===== src/rtl/adc_drdy_pkg.sv =====
package adc_drdy_pkg;

    localparam int SAMPLE_W   = 24;
    localparam int NUM_CH     = 2;
    localparam int STATUS_W   = 8;
    localparam int ST_OVF_BIT = 2;
    localparam int ST_CNT_LSB = 4;
    localparam int ST_CNT_W   = 3;

    typedef logic [SAMPLE_W-1:0] sample_t;

    typedef struct packed {
        sample_t ch1;
        sample_t ch0;
    } frame_t;

    // Assemble the status word from its fields; unused bits read as zero.
    function automatic logic [STATUS_W-1:0] pack_status(
        input logic [NUM_CH-1:0]   rdy,
        input logic                ovf,
        input logic [ST_CNT_W-1:0] cnt
    );
        logic [STATUS_W-1:0] s;
        s = '0;
        s[NUM_CH-1:0] = rdy;
        s[ST_OVF_BIT] = ovf;
        s[ST_CNT_LSB +: ST_CNT_W] = cnt;
        return s;
    endfunction

endpackage


===== src/rtl/drdy_pulse.sv =====
module drdy_pulse #(
    parameter int PULSE_CYC = 4
) (
    input  logic clk,
    input  logic rst,
    input  logic trig,
    output logic drdy_n
);
    localparam int CW = $clog2(PULSE_CYC + 1);

    logic [CW-1:0] cnt_q;

    always_ff @(posedge clk) begin
        if (rst) begin
            cnt_q <= '0;
        end else if (trig) begin
            cnt_q <= CW'(PULSE_CYC);
        end else if (cnt_q != '0) begin
            cnt_q <= cnt_q - 1'b1;
        end
    end

    assign drdy_n = (cnt_q == '0);

endmodule


===== src/rtl/sample_queue.sv =====
module sample_queue
    import adc_drdy_pkg::*;
#(
    parameter int DEPTH = 2,
    localparam int PTR_W = (DEPTH > 1) ? $clog2(DEPTH) : 1,
    localparam int CNT_W = $clog2(DEPTH + 1)
) (
    input  logic             clk,
    input  logic             rst,
    input  logic             push,
    input  logic             pop,
    input  frame_t           din,
    output frame_t           head,
    output logic [CNT_W-1:0] count,
    output logic             drop_evt
);
    localparam logic [PTR_W-1:0] LAST = PTR_W'(DEPTH - 1);

    frame_t           mem [DEPTH];
    logic [PTR_W-1:0] rd_ptr, wr_ptr;
    logic [CNT_W-1:0] cnt_q;
    logic             do_pop, full, adv_rd;

    function automatic logic [PTR_W-1:0] step(input logic [PTR_W-1:0] p);
        return (p == LAST) ? '0 : p + 1'b1;
    endfunction

    assign do_pop   = pop && (cnt_q != '0);
    assign full     = (cnt_q == CNT_W'(DEPTH));
    assign drop_evt = push && full && !do_pop;
    assign adv_rd   = do_pop || drop_evt;

    always_ff @(posedge clk) begin
        if (push) begin
            mem[wr_ptr] <= din;
        end
    end

    always_ff @(posedge clk) begin
        if (rst) begin
            rd_ptr <= '0;
            wr_ptr <= '0;
            cnt_q  <= '0;
        end else begin
            if (push) begin
                wr_ptr <= step(wr_ptr);
            end
            if (adv_rd) begin
                rd_ptr <= step(rd_ptr);
            end
            case ({push, adv_rd})
                2'b10:   cnt_q <= cnt_q + 1'b1;
                2'b01:   cnt_q <= cnt_q - 1'b1;
                default: cnt_q <= cnt_q;
            endcase
        end
    end

    assign head  = mem[rd_ptr];
    assign count = cnt_q;

endmodule


===== src/rtl/read_port.sv =====
module read_port
    import adc_drdy_pkg::*;
#(
    parameter int CNT_W = 2
) (
    input  logic                clk,
    input  logic                rst,
    input  logic                rd_start,
    input  logic                rd_end,
    input  frame_t              head,
    input  logic [CNT_W-1:0]    count,
    input  logic                drop_evt,
    output logic                reading,
    output logic [STATUS_W-1:0] status,
    output frame_t              data
);
    logic                reading_q, ovf_q, have;
    logic [NUM_CH-1:0]   rdy;
    logic [STATUS_W-1:0] status_q;
    frame_t              data_q;

    assign have = (count != '0);

    // One ready flag per channel; both follow the shared queue occupancy.
    for (genvar c = 0; c < NUM_CH; c++) begin : g_rdy
        assign rdy[c] = have;
    end

    always_ff @(posedge clk) begin
        if (rst) begin
            reading_q <= 1'b0;
            ovf_q     <= 1'b0;
            status_q  <= '0;
            data_q    <= '0;
        end else begin
            if (rd_start) begin
                reading_q <= 1'b1;
            end else if (rd_end) begin
                reading_q <= 1'b0;
            end
            ovf_q <= (ovf_q && !rd_start) || drop_evt;
            if (rd_start) begin
                status_q <= pack_status(rdy, ovf_q, ST_CNT_W'(count));
                data_q   <= have ? head : '0;
            end
        end
    end

    assign reading = reading_q;
    assign status  = status_q;
    assign data    = data_q;

endmodule


===== src/rtl/adc_drdy_buf.sv =====
module adc_drdy_buf
    import adc_drdy_pkg::*;
#(
    parameter int DEPTH     = 2,
    parameter int PULSE_CYC = 4
) (
    input  logic                clk,
    input  logic                rst,
    input  logic                conv_done,
    input  logic [SAMPLE_W-1:0] conv_ch0,
    input  logic [SAMPLE_W-1:0] conv_ch1,
    input  logic                rd_start,
    input  logic                rd_end,
    output logic                drdy_n,
    output logic [STATUS_W-1:0] rd_status,
    output logic [SAMPLE_W-1:0] rd_ch0,
    output logic [SAMPLE_W-1:0] rd_ch1
);
    localparam int CNT_W = $clog2(DEPTH + 1);

    frame_t           din, head, rd_data;
    logic [CNT_W-1:0] count;
    logic             drop_evt, reading, trig;

    assign din.ch0 = conv_ch0;
    assign din.ch1 = conv_ch1;

    // A strobe landing in an open read (or its first cycle) is gated off the pin.
    assign trig = conv_done && !(reading || rd_start);

    drdy_pulse #(.PULSE_CYC(PULSE_CYC)) u_pulse (
        .clk    (clk),
        .rst    (rst),
        .trig   (trig),
        .drdy_n (drdy_n)
    );

    sample_queue #(.DEPTH(DEPTH)) u_queue (
        .clk      (clk),
        .rst      (rst),
        .push     (conv_done),
        .pop      (rd_start),
        .din      (din),
        .head     (head),
        .count    (count),
        .drop_evt (drop_evt)
    );

    read_port #(.CNT_W(CNT_W)) u_read (
        .clk      (clk),
        .rst      (rst),
        .rd_start (rd_start),
        .rd_end   (rd_end),
        .head     (head),
        .count    (count),
        .drop_evt (drop_evt),
        .reading  (reading),
        .status   (rd_status),
        .data     (rd_data)
    );

    assign rd_ch0 = rd_data.ch0;
    assign rd_ch1 = rd_data.ch1;

endmodule


===== config.mk =====
export PLATFORM = sky130hd
export DESIGN_NAME = adc_drdy_buf
export DESIGN_NICKNAME = d
export VERILOG_FILES = /design/src/rtl/adc_drdy_pkg.sv /design/src/rtl/drdy_pulse.sv /design/src/rtl/sample_queue.sv /design/src/rtl/read_port.sv /design/src/rtl/adc_drdy_buf.sv
export SDC_FILE = /design/constraint.sdc
export NUM_CORES = 1
export LEC_CHECK = 0
export BUFFER_PORTS_ARGS = -buffer_cell sky130_fd_sc_hd__clkbuf_2
export CAP_MARGIN = 5
export CORE_MARGIN = 3
export CORE_UTILIZATION = 25
export CTS_BUF_LIST = sky130_fd_sc_hd__clkbuf_8
export CTS_CLUSTER_SIZE = 24
export DETAILED_ROUTE_END_ITERATION = 16
export PLACE_DENSITY = 0.39
export SYNTH_ARGS = -nofsm -noshare
export SYNTH_HDL_FRONTEND = slang
export SYNTH_SLANG_ARGS = --single-unit

===== constraint.sdc =====
create_clock -name clk -period 7.88 [get_ports clk]
set_clock_uncertainty 0.2 [all_clocks]
set_input_delay 0.788 -clock clk [delete_from_list [all_inputs] [get_ports clk]]
set_output_delay 0.788 -clock clk [all_outputs]
set_load 0.02 [all_outputs]

==> flow_summary.ini <==
[outcome]
outcome = completed

[timing]
finalSetupViolCount = 0
fin_crit_sh = 0.3161
whs_ps = 247.5
hold_violations = 0
finalMaxSlewViolations = 0
fin_crit_ps = 2491
maxSlewHeadroom = 0.3952
tns_ps = 0
tightest_slew_ps = 907.2
fmax_ghz = 0.4014
rsz0062_at_grt = false

[critical_path]
cp.arrival_ps = 1500
crit_required_ps = 6890
rr_worst_depth = 2
r2r-end = u_queue.mem[1][43]
regToRegSetupSlack_ps = 6170
start_kind = flip-flop
critPathMaxFanout = 6
r2r-start = u_queue.wr_ptr
crit_type = reg2out
worstSetupEndpointType = output pin

[synth]
yosysSeqAreaShare = 0.7439
ys_types = 32
syn_avg_cell_area_sq_um = 14.55
synth_cells = 381
synth_seq_cells = 158
synth_area_sq_um = 5544
ys.warnings.count = 0

[placed_design]
placed_cell_area_sq_um = 6315
dp_hpwl_um = 6888
portBuffers = 106
place_congestion = 0.6817

[drt]
drt_pass1_iterations = 5
wl_um = 11530
drc = 0
viasPerCell = 4.054
dr.first_iter.drc_count = 116
via_count = 3142
post_drt_wl_per_cell_um = 14.87
ant_nets = 0

[clocking]
cts.sinks = 158
clk_latency_ps = 440
cts_tree = yes
ctsHtreeMaxLevel = 4
cts_buffer_depth = 2
cts_resized = 0
post_cts_buffers = 0
ctsHoldBuffers = 0
cts-root-buf = clkbuf_8
cts_buffers = 17
clkTransAtPathRegs_ps = 90

[layout]
fillCellCount = 2186
final_cell_mix = 106 x clkbuf_2, 96 x edfxtp_1, 61 x dfxtp_1
nNetsFinal = 543
diodes = 0
drive_gt1_frac = 0.3020
final_common_cell = clkbuf_2
finish.instance_area_sq_um = 6709
area_delta_synth_final_pct = 21.01

[global_route]
grt_pass1_vias = 3292
grt_overflow = 0
grt_max_degree = 50
grt_pass1_wl_um = 18150
antenna_found_initial = 2
grt_use_total = 0.09914

[min_path]
hp-start = u_read.data[4]
hold_end = u_read.data[4]
min_path_type = reg2reg
min_path_cells = 2

[floorplanning]
rows = 53
core_sq_um = 21420
die-area_sq_um = 24000
fp.dieW_um = 154.9
die_h_um = 154.9
initial_core_util = 0.2588
boundaryPins = 110

[flow_run]
drv_cap = 0

[pwr]
seqPwrFrac = 0.563
peakVddDrop_mv = 0.08716
combPwrFrac = 0.086
switching_share = 0.2529
p_leak_nw = 2.480
intPower_mw = 1.272
switching_power_mw = 0.4304
clockPowerShare = 0.351
p_per_area_nw_per_um2 = 253.7
[metrics by stage]
step	instances	power [mW]	worst slack (ps)	utilization
floorplan	383	1.074	4100	-
global route	775	1.792	5289	0.3132
detailed placement	743	1.129	5495	0.2948
CTS	775	1.734	5334	0.3132
finish	775	1.702	5389	0.3132
global placement	743	1.126	5495	0.2948
[kinds of logic (layout without fill, tap and decap cells)]
| group | after synthesis | in the layout | synth area share |
|---|---|---|---|
| other cells | 1 | 3 | 0.0006764 |
| buf+inv | 31 | 148 | 0.03475 |
| xor+xnor | 2 | 2 | 0.003160 |
| simple gates | 74 | 74 | 0.05710 |
| compound gates | 59 | 59 | 0.05755 |
| mux | 53 | 53 | 0.09614 |
| flops | 158 | 158 | 0.7438 |
| fa+ha+maj | 3 | 3 | 0.006771 |
[cell usage after synthesis (all sizes together)]
cell,number,area [sq um]
edfxtp,96,2883
conb,1,3.750
mux2,2,22.52
mux2i,51,510.5
a2111oi,1,15.01
xnor2,1,8.760
buf,18,140.1
nand2,51,191.4
o21ai,49,245.2
nor3,3,15.01
o211ai,1,12.51
inv,6,22.52
and2,1,6.260
a21oi,4,20.02
ha,3,37.54
dfxtp,62,1241
nor2b,4,27.53
and4b,1,10.01
nand3,1,5.000
nor3b,2,20.02
clkbuf,7,30.02
o22ai,1,6.260
xor2,1,8.760
a211oi,1,7.510
nor2,11,41.29
a31oi,2,12.51
[state kept, by name (all words and copies together), names as in the netlist, named ones only]
register	count
u_queue.count	2
u_queue.rd_ptr	1
u_read.status	4
u_queue.mem	96
u_read.data	48
u_read.ovf_q	1
u_pulse.cnt_q	3
u_queue.wr_ptr	1
u_read.reading	1
[worst max path at each step]
stage | cells after the start | from | slack [ps] | end
final | 4 | u_pulse.cnt_q[0] | 5390 | drdy_n
after floorplan | 2 | conv_done | 4100 | u_queue.mem[0][0]
after global placement | 3 | conv_done | 5490 | u_queue.mem[0][35]
after detailed placement | 3 | conv_done | 5490 | u_queue.mem[0][38]
after CTS | 4 | u_pulse.cnt_q[0] | 5330 | drdy_n
after global routing | 4 | u_pulse.cnt_q[0] | 5290 | drdy_n
[power groups by stage]
| stage | clock network (mW) | logic (mW) | registers [mW] |
|---|---|---|---|
| 2_1_floorplan | 0 | 0.102 | 0.972 |
| 3_3_place_gp | 0 | 0.148 | 0.977 |
| 3_5_place_dp | 0 | 0.151 | 0.978 |
| 4_1_cts | 0.623 | 0.152 | 0.959 |
| 5_1_grt | 0.663 | 0.164 | 0.965 |
| 6_report | 0.598 | 0.146 | 0.958 |
[critical path: stages (launching register included)]
cell and delay (ps):
dfxtp_1 360, inv_1 60, ha_1 200, ha_1 260, clkbuf_2 190
[metal layers]
layer / up-vias / GRT usage / routed length [um]
li1: 1563 / - / -
met1: 1473 / 0.1247 / 5266
met2: 91 / 0.1534 / 5298
met3: 11 / 0.04757 / 843
met4: 4 / 0.02649 / 88
met5: - / 0 / 29
[layout make-up]
cell class	instances	area (sq um)	area share
clock buffer	17	234.0	0.03488
clock inverter	15	160.2	0.02387
inverter	6	22.52	0.003357
multi-input combinational	194	1260	0.1878
sequential	158	4128	0.6153
tap	275	344.1	0.05129
timing repair buffer	110	560.5	0.08355
No activity file was read; power rests on OpenSTA's default activity.
